**config.mk**
```make
export PLATFORM = sky130hd
export DESIGN_NAME = pia_ctl_handshake
export DESIGN_NICKNAME = d
export VERILOG_FILES = /design/src/rtl/pia_hs_pkg.sv /design/src/rtl/hs_line_sync.sv /design/src/rtl/hs_ctrl_reg.sv /design/src/rtl/hs_c2_fsm.sv /design/src/rtl/pia_ctl_handshake.sv
export SDC_FILE = /design/constraint.sdc
export NUM_CORES = 1
export LEC_CHECK = 0
export ABC_AREA = 1
export BUFFER_PORTS_ARGS = -buffer_cell sky130_fd_sc_hd__buf_2
export CAP_MARGIN = 20
export CORE_MARGIN = 4
export CORE_UTILIZATION = 52
export CTS_BUF_LIST = sky130_fd_sc_hd__clkbuf_4 sky130_fd_sc_hd__clkbuf_8
export CTS_CLUSTER_SIZE = 14
export DETAILED_ROUTE_END_ITERATION = 10
export HOLD_SLACK_MARGIN = 0.03
export PLACE_DENSITY = 0.85
export SETUP_SLACK_MARGIN = 0.5
export SLEW_MARGIN = 20
export SYNTH_ARGS = -nofsm -noshare
export SYNTH_HDL_FRONTEND = slang
export SYNTH_SLANG_ARGS = --single-unit
```
**constraint.sdc**
```tcl
create_clock -name clk -period 1.6 [get_ports clk]
set_input_delay 0.32 -clock clk [delete_from_list [all_inputs] [get_ports clk]]
set_output_delay 0.32 -clock clk [all_outputs]
set_load 0.05 [all_outputs]
```
**src/rtl/pia_hs_pkg.sv**
```systemverilog
package pia_hs_pkg;

    localparam int CFG_W = 6;

    localparam int B_C1_EN   = 0;
    localparam int B_C1_RISE = 1;
    localparam int B_PSEL    = 2;
    localparam int B_C2_EN   = 3;
    localparam int B_C2_RISE = 4;
    localparam int B_C2_OUT  = 5;

    typedef enum logic [2:0] {
        C2S_LISTEN   = 3'd0,
        C2S_READY    = 3'd1,
        C2S_HOLD     = 3'd2,
        C2S_PULSE    = 3'd3,
        C2S_FORCE_LO = 3'd4,
        C2S_FORCE_HI = 3'd5
    } c2_state_e;

    function automatic c2_state_e home_state(input logic [2:0] mode);
        c2_state_e s;
        if (!mode[2])
            s = C2S_LISTEN;
        else if (!mode[1])
            s = C2S_READY;
        else if (!mode[0])
            s = C2S_FORCE_LO;
        else
            s = C2S_FORCE_HI;
        return s;
    endfunction

endpackage

```
**src/rtl/hs_line_sync.sv**
```systemverilog
module hs_line_sync #(
    parameter int STAGES = 2
) (
    input  logic clk,
    input  logic rst_n,
    input  logic din,
    output logic rise,
    output logic fall
);
    localparam int WARM_MAX = STAGES + 1;
    localparam int WARM_W   = $clog2(WARM_MAX + 1);

    logic              lvl;
    logic              prev_q;
    logic [WARM_W-1:0] warm_q;
    logic              armed;

    generate
        if (STAGES == 0) begin : g_direct
            assign lvl = din;
        end else begin : g_chain
            logic [STAGES-1:0] chain_q;
            always_ff @(posedge clk or negedge rst_n) begin
                if (!rst_n) begin
                    chain_q <= '1;
                end else begin
                    chain_q[0] <= din;
                    for (int i = 1; i < STAGES; i++) begin
                        chain_q[i] <= chain_q[i-1];
                    end
                end
            end
            assign lvl = chain_q[STAGES-1];
        end
    endgenerate

    assign armed = (warm_q == WARM_W'(WARM_MAX));

    always_ff @(posedge clk or negedge rst_n) begin
        if (!rst_n) begin
            prev_q <= 1'b1;
            warm_q <= '0;
        end else begin
            prev_q <= lvl;
            if (!armed)
                warm_q <= warm_q + 1'b1;
        end
    end

    assign rise = armed &  lvl & ~prev_q;
    assign fall = armed & ~lvl &  prev_q;

endmodule

```
**src/rtl/hs_ctrl_reg.sv**
```systemverilog
module hs_ctrl_reg
    import pia_hs_pkg::*;
(
    input  logic             clk,
    input  logic             rst_n,
    input  logic             wr_en,
    input  logic [CFG_W-1:0] wr_cfg,
    input  logic             clr_flags,
    input  logic             c1_hit,
    input  logic             c2_hit,
    output logic [CFG_W-1:0] cfg,
    output logic             flag_c1,
    output logic             flag_c2
);
    always_ff @(posedge clk or negedge rst_n) begin
        if (!rst_n) begin
            cfg <= '0;
        end else if (wr_en) begin
            cfg <= wr_cfg;
        end
    end

    always_ff @(posedge clk or negedge rst_n) begin
        if (!rst_n) begin
            flag_c1 <= 1'b0;
            flag_c2 <= 1'b0;
        end else begin
            if (c1_hit)
                flag_c1 <= 1'b1;
            else if (clr_flags)
                flag_c1 <= 1'b0;
            if (c2_hit)
                flag_c2 <= 1'b1;
            else if (clr_flags)
                flag_c2 <= 1'b0;
        end
    end

endmodule

```
**src/rtl/hs_c2_fsm.sv**
```systemverilog
module hs_c2_fsm
    import pia_hs_pkg::*;
(
    input  logic       clk,
    input  logic       rst_n,
    input  logic [2:0] mode,
    input  logic       e_tick,
    input  logic       periph_rd,
    input  logic       c1_hit,
    output logic       c2_out,
    output logic       c2_oe
);
    c2_state_e state_q;
    c2_state_e state_d;
    c2_state_e home;

    assign home = home_state(mode);

    always_comb begin
        state_d = state_q;
        unique case (state_q)
            C2S_LISTEN, C2S_FORCE_LO, C2S_FORCE_HI: begin
                state_d = home;
            end
            C2S_READY: begin
                if (mode[2:1] != 2'b10)
                    state_d = home;
                else if (periph_rd)
                    state_d = mode[0] ? C2S_PULSE : C2S_HOLD;
            end
            C2S_HOLD: begin
                if (mode != 3'b100)
                    state_d = home;
                else if (c1_hit)
                    state_d = C2S_READY;
            end
            C2S_PULSE: begin
                if (mode != 3'b101)
                    state_d = home;
                else if (e_tick)
                    state_d = C2S_READY;
            end
            default: state_d = C2S_LISTEN;
        endcase
    end

    always_ff @(posedge clk or negedge rst_n) begin
        if (!rst_n)
            state_q <= C2S_LISTEN;
        else
            state_q <= state_d;
    end

    always_comb begin
        c2_out = 1'b1;
        c2_oe  = 1'b1;
        unique case (state_q)
            C2S_LISTEN:   c2_oe  = 1'b0;
            C2S_READY:    c2_out = 1'b1;
            C2S_HOLD:     c2_out = 1'b0;
            C2S_PULSE:    c2_out = 1'b0;
            C2S_FORCE_LO: c2_out = 1'b0;
            C2S_FORCE_HI: c2_out = 1'b1;
            default:      c2_oe  = 1'b0;
        endcase
    end

endmodule

```
**src/rtl/pia_ctl_handshake.sv**
```systemverilog
module pia_ctl_handshake
    import pia_hs_pkg::*;
#(
    parameter int SYNC_STAGES = 2
) (
    input  logic       clk,
    input  logic       rst_n,
    input  logic       e_tick,
    input  logic       cs,
    input  logic       reg_sel,
    input  logic       rw,
    input  logic [7:0] wdata,
    output logic [7:0] ctrl_rdata,
    output logic       sel_periph,
    input  logic       c1_in,
    input  logic       c2_in,
    output logic       c2_out,
    output logic       c2_oe,
    output logic       irq_n
);
    logic [CFG_W-1:0] cfg;
    logic flag_c1, flag_c2;
    logic c1_rise, c1_fall, c2_rise, c2_fall;
    logic c1_hit, c2_hit;
    logic ctrl_wr, periph_rd;
    logic unused_wdata_hi;

    assign unused_wdata_hi = ^wdata[7:6];

    assign ctrl_wr   = e_tick & cs &  reg_sel & ~rw;
    assign periph_rd = e_tick & cs & ~reg_sel &  rw & cfg[B_PSEL];

    hs_line_sync #(.STAGES(SYNC_STAGES)) u_sync_c1 (
        .clk (clk),
        .rst_n (rst_n),
        .din (c1_in),
        .rise (c1_rise),
        .fall (c1_fall)
    );

    hs_line_sync #(.STAGES(SYNC_STAGES)) u_sync_c2 (
        .clk (clk),
        .rst_n (rst_n),
        .din (c2_in),
        .rise (c2_rise),
        .fall (c2_fall)
    );

    assign c1_hit = cfg[B_C1_RISE] ? c1_rise : c1_fall;
    assign c2_hit = ~cfg[B_C2_OUT] & (cfg[B_C2_RISE] ? c2_rise : c2_fall);

    hs_ctrl_reg u_reg (
        .clk (clk),
        .rst_n (rst_n),
        .wr_en (ctrl_wr),
        .wr_cfg (wdata[CFG_W-1:0]),
        .clr_flags (periph_rd),
        .c1_hit (c1_hit),
        .c2_hit (c2_hit),
        .cfg (cfg),
        .flag_c1 (flag_c1),
        .flag_c2 (flag_c2)
    );

    hs_c2_fsm u_fsm (
        .clk (clk),
        .rst_n (rst_n),
        .mode (cfg[B_C2_OUT:B_C2_EN]),
        .e_tick (e_tick),
        .periph_rd (periph_rd),
        .c1_hit (c1_hit),
        .c2_out (c2_out),
        .c2_oe (c2_oe)
    );

    assign ctrl_rdata = {flag_c1, flag_c2, cfg};
    assign sel_periph = cfg[B_PSEL];
    assign irq_n = ~((flag_c1 & cfg[B_C1_EN]) |
                     (flag_c2 & cfg[B_C2_EN] & ~cfg[B_C2_OUT]));

endmodule

```
== Word-level counts from Yosys, hierarchy flattened ==
Cells that the tools add are included.

* Register bits: 21
* Bits in latches: 0
* Memory bits (writable): 0
* ROM bits: 0
* Input bits: 16
* Output and inout port bits: 12
* Logic and storage cells: 77
* Memories: 0

* $add $sub $neg: 2
* Multipliers: 0
* Divide/modulo/power cells: 0
* Magnitude comparators: 0
* Equal/unequal tests: 13
* Shift operators: 0
* Multiplexer cells: 18
* Bitwise gates (word level): 27
* Reduce and logical (&&, ||, !) cells: 7

{| class="wikitable"
|+ Operators with widths
! cell !! count
|-
| $mux 3 || 8
|-
| $and 1x1->1 || 18
|-
| $pmux 3 s4 || 1
|-
| $mux 1 || 9
|-
| $ne 3x2->1 const B || 3
|-
| $not 1->1 || 8
|-
| $eq 3x2->1 const B || 2
|-
| $eq 3x3->1 const B || 2
|-
| $ne 3x3->1 const B || 2
|-
| $reduce_or 3->1 || 2
|-
| $reduce_or 5->1 || 1
|-
| $add 2x1->2 const B || 2
|-
| $eq 2x2->1 const B || 2
|-
| $reduce_bool 2->1 || 2
|-
| $eq 3x1->1 const B || 1
|-
| $logic_not 3->1 || 1
|-
| $reduce_and 3->1 || 1
|-
| $ne 2x2->1 const B || 1
|-
| $or 1x1->1 || 1
|}

== Depth between registers and ports, before layout ==
* Word-level depth: 7
* Gate-level depth with buffers: 7
* Depth with buffers taken out: 7

== Hierarchy ==
Synthesis repeated with hierarchy kept, for this count alone.

* Cells, all modules: 132
* Area total of the unflattened synthesis: 1024.7 µm²

{| class="wikitable"
|+ Modules (own cells, without submodules)
! module !! instances !! cells an instance !! area each (µm²) !! sequential area each (µm²)
|-
| hs_line_sync || 2 || 18 || 186.4 || 128.9
|-
| hs_ctrl_reg || 1 || 34 || 297.8 || 200.2
|-
| hs_c2_fsm || 1 || 40 || 251.5 || 75.1
|-
| pia_ctl_handshake || 1 || 22 || 102.6 || 0.0
|}

== Least setup slack after synthesis ==
OpenSTA, ideal clock, no wires.

* Path type: register -> output
* Start: register u_reg.cfg[5]
* End: output irq_n
* Data arrival time: 1.699 ns
* Path slack: -0.419 ns
* Stages on the path, launching flop included: 3
* Cell sequence: dfrtp_1 > inv_1 > a32oi_1

* Word-level cells in the longest chain between the ends: 4

{| class="wikitable"
|+ Ends and longest elaborated chain
! item !! line !! text
|-
| start: declaration || hs_ctrl_reg.sv:11 || <nowiki>output logic [CFG_W-1:0] cfg,</nowiki>
|-
| start signal: assignment || hs_ctrl_reg.sv:19 || <nowiki>cfg <= wr_cfg;</nowiki>
|-
| $not 1->1 || pia_ctl_handshake.sv:79 || <nowiki>(flag_c2 & cfg[B_C2_EN] & ~cfg[B_C2_OUT]));</nowiki>
|-
| $and 1x1->1 || pia_ctl_handshake.sv:79 ||
|-
| $or 1x1->1 || pia_ctl_handshake.sv:78 || <nowiki>assign irq_n = ~((flag_c1 & cfg[B_C1_EN]) |</nowiki>
|-
| $not 1->1 || pia_ctl_handshake.sv:78 ||
|-
| end: declaration || pia_ctl_handshake.sv:19 || <nowiki>output logic irq_n</nowiki>
|}

Every way passes these cells.

== Worst setup path after layout ==
* Start: register u_fsm.state_q[2]
* End: output c2_oe

* Word-level cells in the longest chain between the ends: 3
* Elaborated cells on any way between the ends: 7
* Those cells by class: 5 x eq/ne; 1 x mux; 1 x reduce/logical

{| class="wikitable"
|+ Ends and longest elaborated chain
! item !! line !! text
|-
| start: declaration || hs_c2_fsm.sv:13 || <nowiki>c2_state_e state_q;</nowiki>
|-
| start signal: assignment || hs_c2_fsm.sv:51 || <nowiki>state_q <= state_d;</nowiki>
|-
| $eq 3x1->1 (tied with other cells) || hs_c2_fsm.sv:57 || <nowiki>unique case (state_q)</nowiki>
|-
| $reduce_or 5->1 (no line) (*) || n/a ||
|-
| $mux 1 (*) || hs_c2_fsm.sv:57 ||
|-
| end: declaration || pia_ctl_handshake.sv:18 || <nowiki>output logic c2_oe,</nowiki>
|}

Mark *: on every way between the ends. The rest lies on a longest branch, timed or not.

==> summary.md <==
| Metric | Value |
|---|---|
| FF+latch count, synth | 21 |
| Most frequent cells after synthesis | 16 x nand2_1, 15 x dfrtp_1, 12 x nor2_1, 10 x inv_1 |
| Antenna violations before repair | 0 |
| Hold Startpoint | c1_in |
| Clk_lat worst skew | about 0.30 ns |
| Min-Delay Endpoint | u_sync_c1.g_chain.chain_q[0] |
| Routed Antenna Nets | 0 |
| Nets | about 170 |
| Die area | around 2600 sq um |
| RSZ-0062 raised after global routing | true |
| Net Switching | between 0.8 and 0.9 mW |
| Die Width | approximately 50 um |
| # Max-Cap Violations | 0 |
| Sinks on the clock net | 21 |
| Area Overhead vs Synth | 57.0% |
| Worst r2r dst | u_fsm.state_q[1] |
| Worst reg2reg path depth | 7 |
| Register area share after synthesis | between 50 and 60% |
| Minimum clock period | about 1.6 ns |
| Die height | 51.4 um |
| Count leader, synth | nand2_1 |
| Root Driver | clkbuf_4 |
| Outcome | complete, no violations |
| Combinational power share | between 50% and 60% |
| Hold path depth | 1 |
| Final Cell Area | 1540 sq um |
| DR pass1 iterations | 4 |
| Post-Route Utilization | 88.0% |
| DRC Markers | 0 |
| Post-synth EDFFs | 0 |
| Layout cells sized above 1 | roughly 64% |
| Gr ovfl total | 0 |
| Post-Syn Area | around 980 sq um |
| Tot Pwr | 1.99 mW |
| Fmax | ~640 MHz |
| Area contributors post-synth | dfrtp_1 38%, dfstp_2 16%, nand2_1 6.1%, nor2_1 4.6%, inv_1 3.8% |
| Worst-path fanout max | 6 |
| Via count | 963 |
| Reg-to-Reg Start | u_sync_c1.warm_q[1] |
| WL/cell | 18.4 um |
| Clock buffer depth | 2 |
| Final cell count without fillers | roughly 170 |
| Post-synth top area share | a little under two fifths |
| Routed WL | approximately 3100 um |
| Switching share of power | a little over two fifths |
| First-pass GRT wire length | about 4400 um |
| Warnings from Yosys | 0 |
| Clock Pin Slew Worst Setup and Hold Paths | ~0.11 ns |
| Final Hold Fails | 0 |
| H-tree depth | 1 |
| Slew of the pin with the lowest slew margin | 0.449 ns |
| Routed vias/inst | 5.63 |
| Core ar. | around 1700 sq um |
| DRT iter0 DRCs | 41 |
| Pins Over Slew Limit | 0 |
| Final Cycle Share | between 90% and 100% |
| Critical Path AT | 1.25 ns |
| Post-Route Skew | 0.00335 ns |
| WP data required | 1.28 ns |
| Final Setup Violations | 0 |
| Vias in the first global route | ~980 |
| Flop pwr share | 36.8% |
| Io pins | 28 |
| Startpoint Class | flip-flop |
| Slew margin rel. | 70.1% |
| Yosys cell types | 25 |
| Ys flop type | dfrtp_1 |
| Detailed placement HPWL | approximately 1600 um |
| Rows | 15 |
| P_leak | between 0.7 and 0.8 nW |
| Synth async-reset ratio | 100% |
| # diodes | 0 |
| Mapped Nets | 120 |
| Hold WC Path Type | primary input to flip-flop |
| Final GP Congestion | roughly 0.83 |
| Yosys top cell by area | dfrtp_1 |
| Setup Total Neg Slack | 0 ns |
| Placed Cells | 149 |
| Power Internal | between 1 and 1.5 mW |
| TritonCTS Buffers | 3 |
| Pwr/cell area | around 1300 nW/um^2 |
| R2r setup slk | 0.31 ns |
| Starting Density | a little under three fifths |
| Dpl cell area | between 1000 and 1500 sq um |
| CP endpoint kind | primary output |
| Pin count of the biggest net entering global routing | 22 |
| Port Buffers | 25 |
| Mapped Avg Cell Area | 9.59 sq um |
| Cell count after synthesis | between 100 and 150 |
| Clock power frac | between 10% and 20% |
| Peak supply drop | roughly 1 mV |
| Worst Path Class, Setup | flip-flop to primary output |
| Overall Global Routing Usage | about a quarter |
| CTS tree | yes |
[power by group through the flow]
| stage | combinational (mW) | clock [mW] | sequential [mW] |
|---|---|---|---|
| after detailed placement | 0.648 | 0 | 0.714 |
| after global placement | 0.627 | 0 | 0.706 |
| after CTS | 0.850 | 0.251 | 0.712 |
| after floorplan | 0.421 | 0 | 0.806 |
| after global routing | 1.05 | 0.278 | 0.739 |
| final | 1.01 | 0.244 | 0.731 |
[worst max-delay path, cell delays in order, from the launching register on]
cell,delay (ns)
dfrtp_2,0.49
nand2_2,0.11
a21boi_4,0.18
buf_6,0.17
[metrics by stage]
| step | hold slack (ns) | worst slack [ns] |
|---|---|---|
| global placement | 0.289 | 0.320 |
| CTS | 0.102 | 0.0580 |
| finish | 0.0996 | 0.0320 |
| global route | 0.0723 | -0.00950 |
| detailed placement | 0.288 | 0.287 |
| floorplan | 0.0244 | 0.202 |
[flip-flops by register name (all words and copies together), names as in the netlist]
register	flops
u_sync_c2.g_chain.chain_q	2
u_sync_c2.warm_q	2
u_sync_c1.warm_q	2
u_fsm.state_q	3
u_sync_c1.prev_q	1
u_reg.flag_c1	1
u_sync_c2.prev_q	1
u_reg.flag_c2	1
u_sync_c1.g_chain.chain_q	2
u_reg.cfg	6
[kinds of logic after synthesis]
group                    Yosys count  share of synthesized area, %
XOR/XNOR                           2                          1.79
flip-flops                        21                          54.5
multiplexers                       4                          5.37
buffers and inverters             17                          7.67
AO/OA/AOI/OAI                     12                          7.16
AND/OR/NAND/NOR                   44                          21.0
adder cells (fa/ha/maj)            2                          2.56
[area by class of cell]
cell class                      instances  area (sq um)
Sequential cell                        21           547
Multi-Input combinational cell         64           482
Timing Repair Buffer                   43           394
Fill cell                              97           209
Inverter                               14          55.1
Tap cell                               25          31.3
Clock buffer                            3          22.5
Clock inverter                          1          5.00
[layer usage]
layer,share of wire [%],global-route usage (%)
met1,33,22.5
met2,55,43.9
met3,6.7,2.92
met4,5.5,22.3
met5,0,0
[timing repair]
| action | 4_1_cts | 5_1_grt |
|---|---|---|
| pin swaps | 7 | 5 |
| setup buffers | 10 | 7 |
| endpoints found under the setup margin | 15 | 17 |
| resized for setup | 36 | 26 |
| hold endpoints to repair | 15 | 0 |
| hold buffers | 1 | 0 |
[worst max path at each step]
stage	to	slack (ns)	cells after the start	from
after global routing	c2_oe	-0.01	3	u_fsm.state_q[2]
final	c2_oe	0.03	3	u_fsm.state_q[2]
after detailed placement	c2_oe	0.29	3	u_fsm.state_q[2]
after global placement	c2_oe	0.32	3	u_fsm.state_q[2]
after CTS	c2_oe	0.06	3	u_fsm.state_q[2]
after floorplan	irq_n	0.20	2	u_reg.cfg[5]
[placed cells by master (no fill, tap or decap), drive strengths merged]
cell type    count
buf             42
nand2           18
dfrtp           15
nor2            14
inv             14
dfstp            6
a21oi            6
nand4            5
mux2             4
clkbuf           3
nand3            3
nor3             3
xnor2            2
o21ai            2
ha               2
a32oi            1
a21boi           1
and2             1
o21a             1
a31oi            1
clkinv           1
dlygate4sd3      1
No activity file was read; power rests on OpenSTA's default activity.
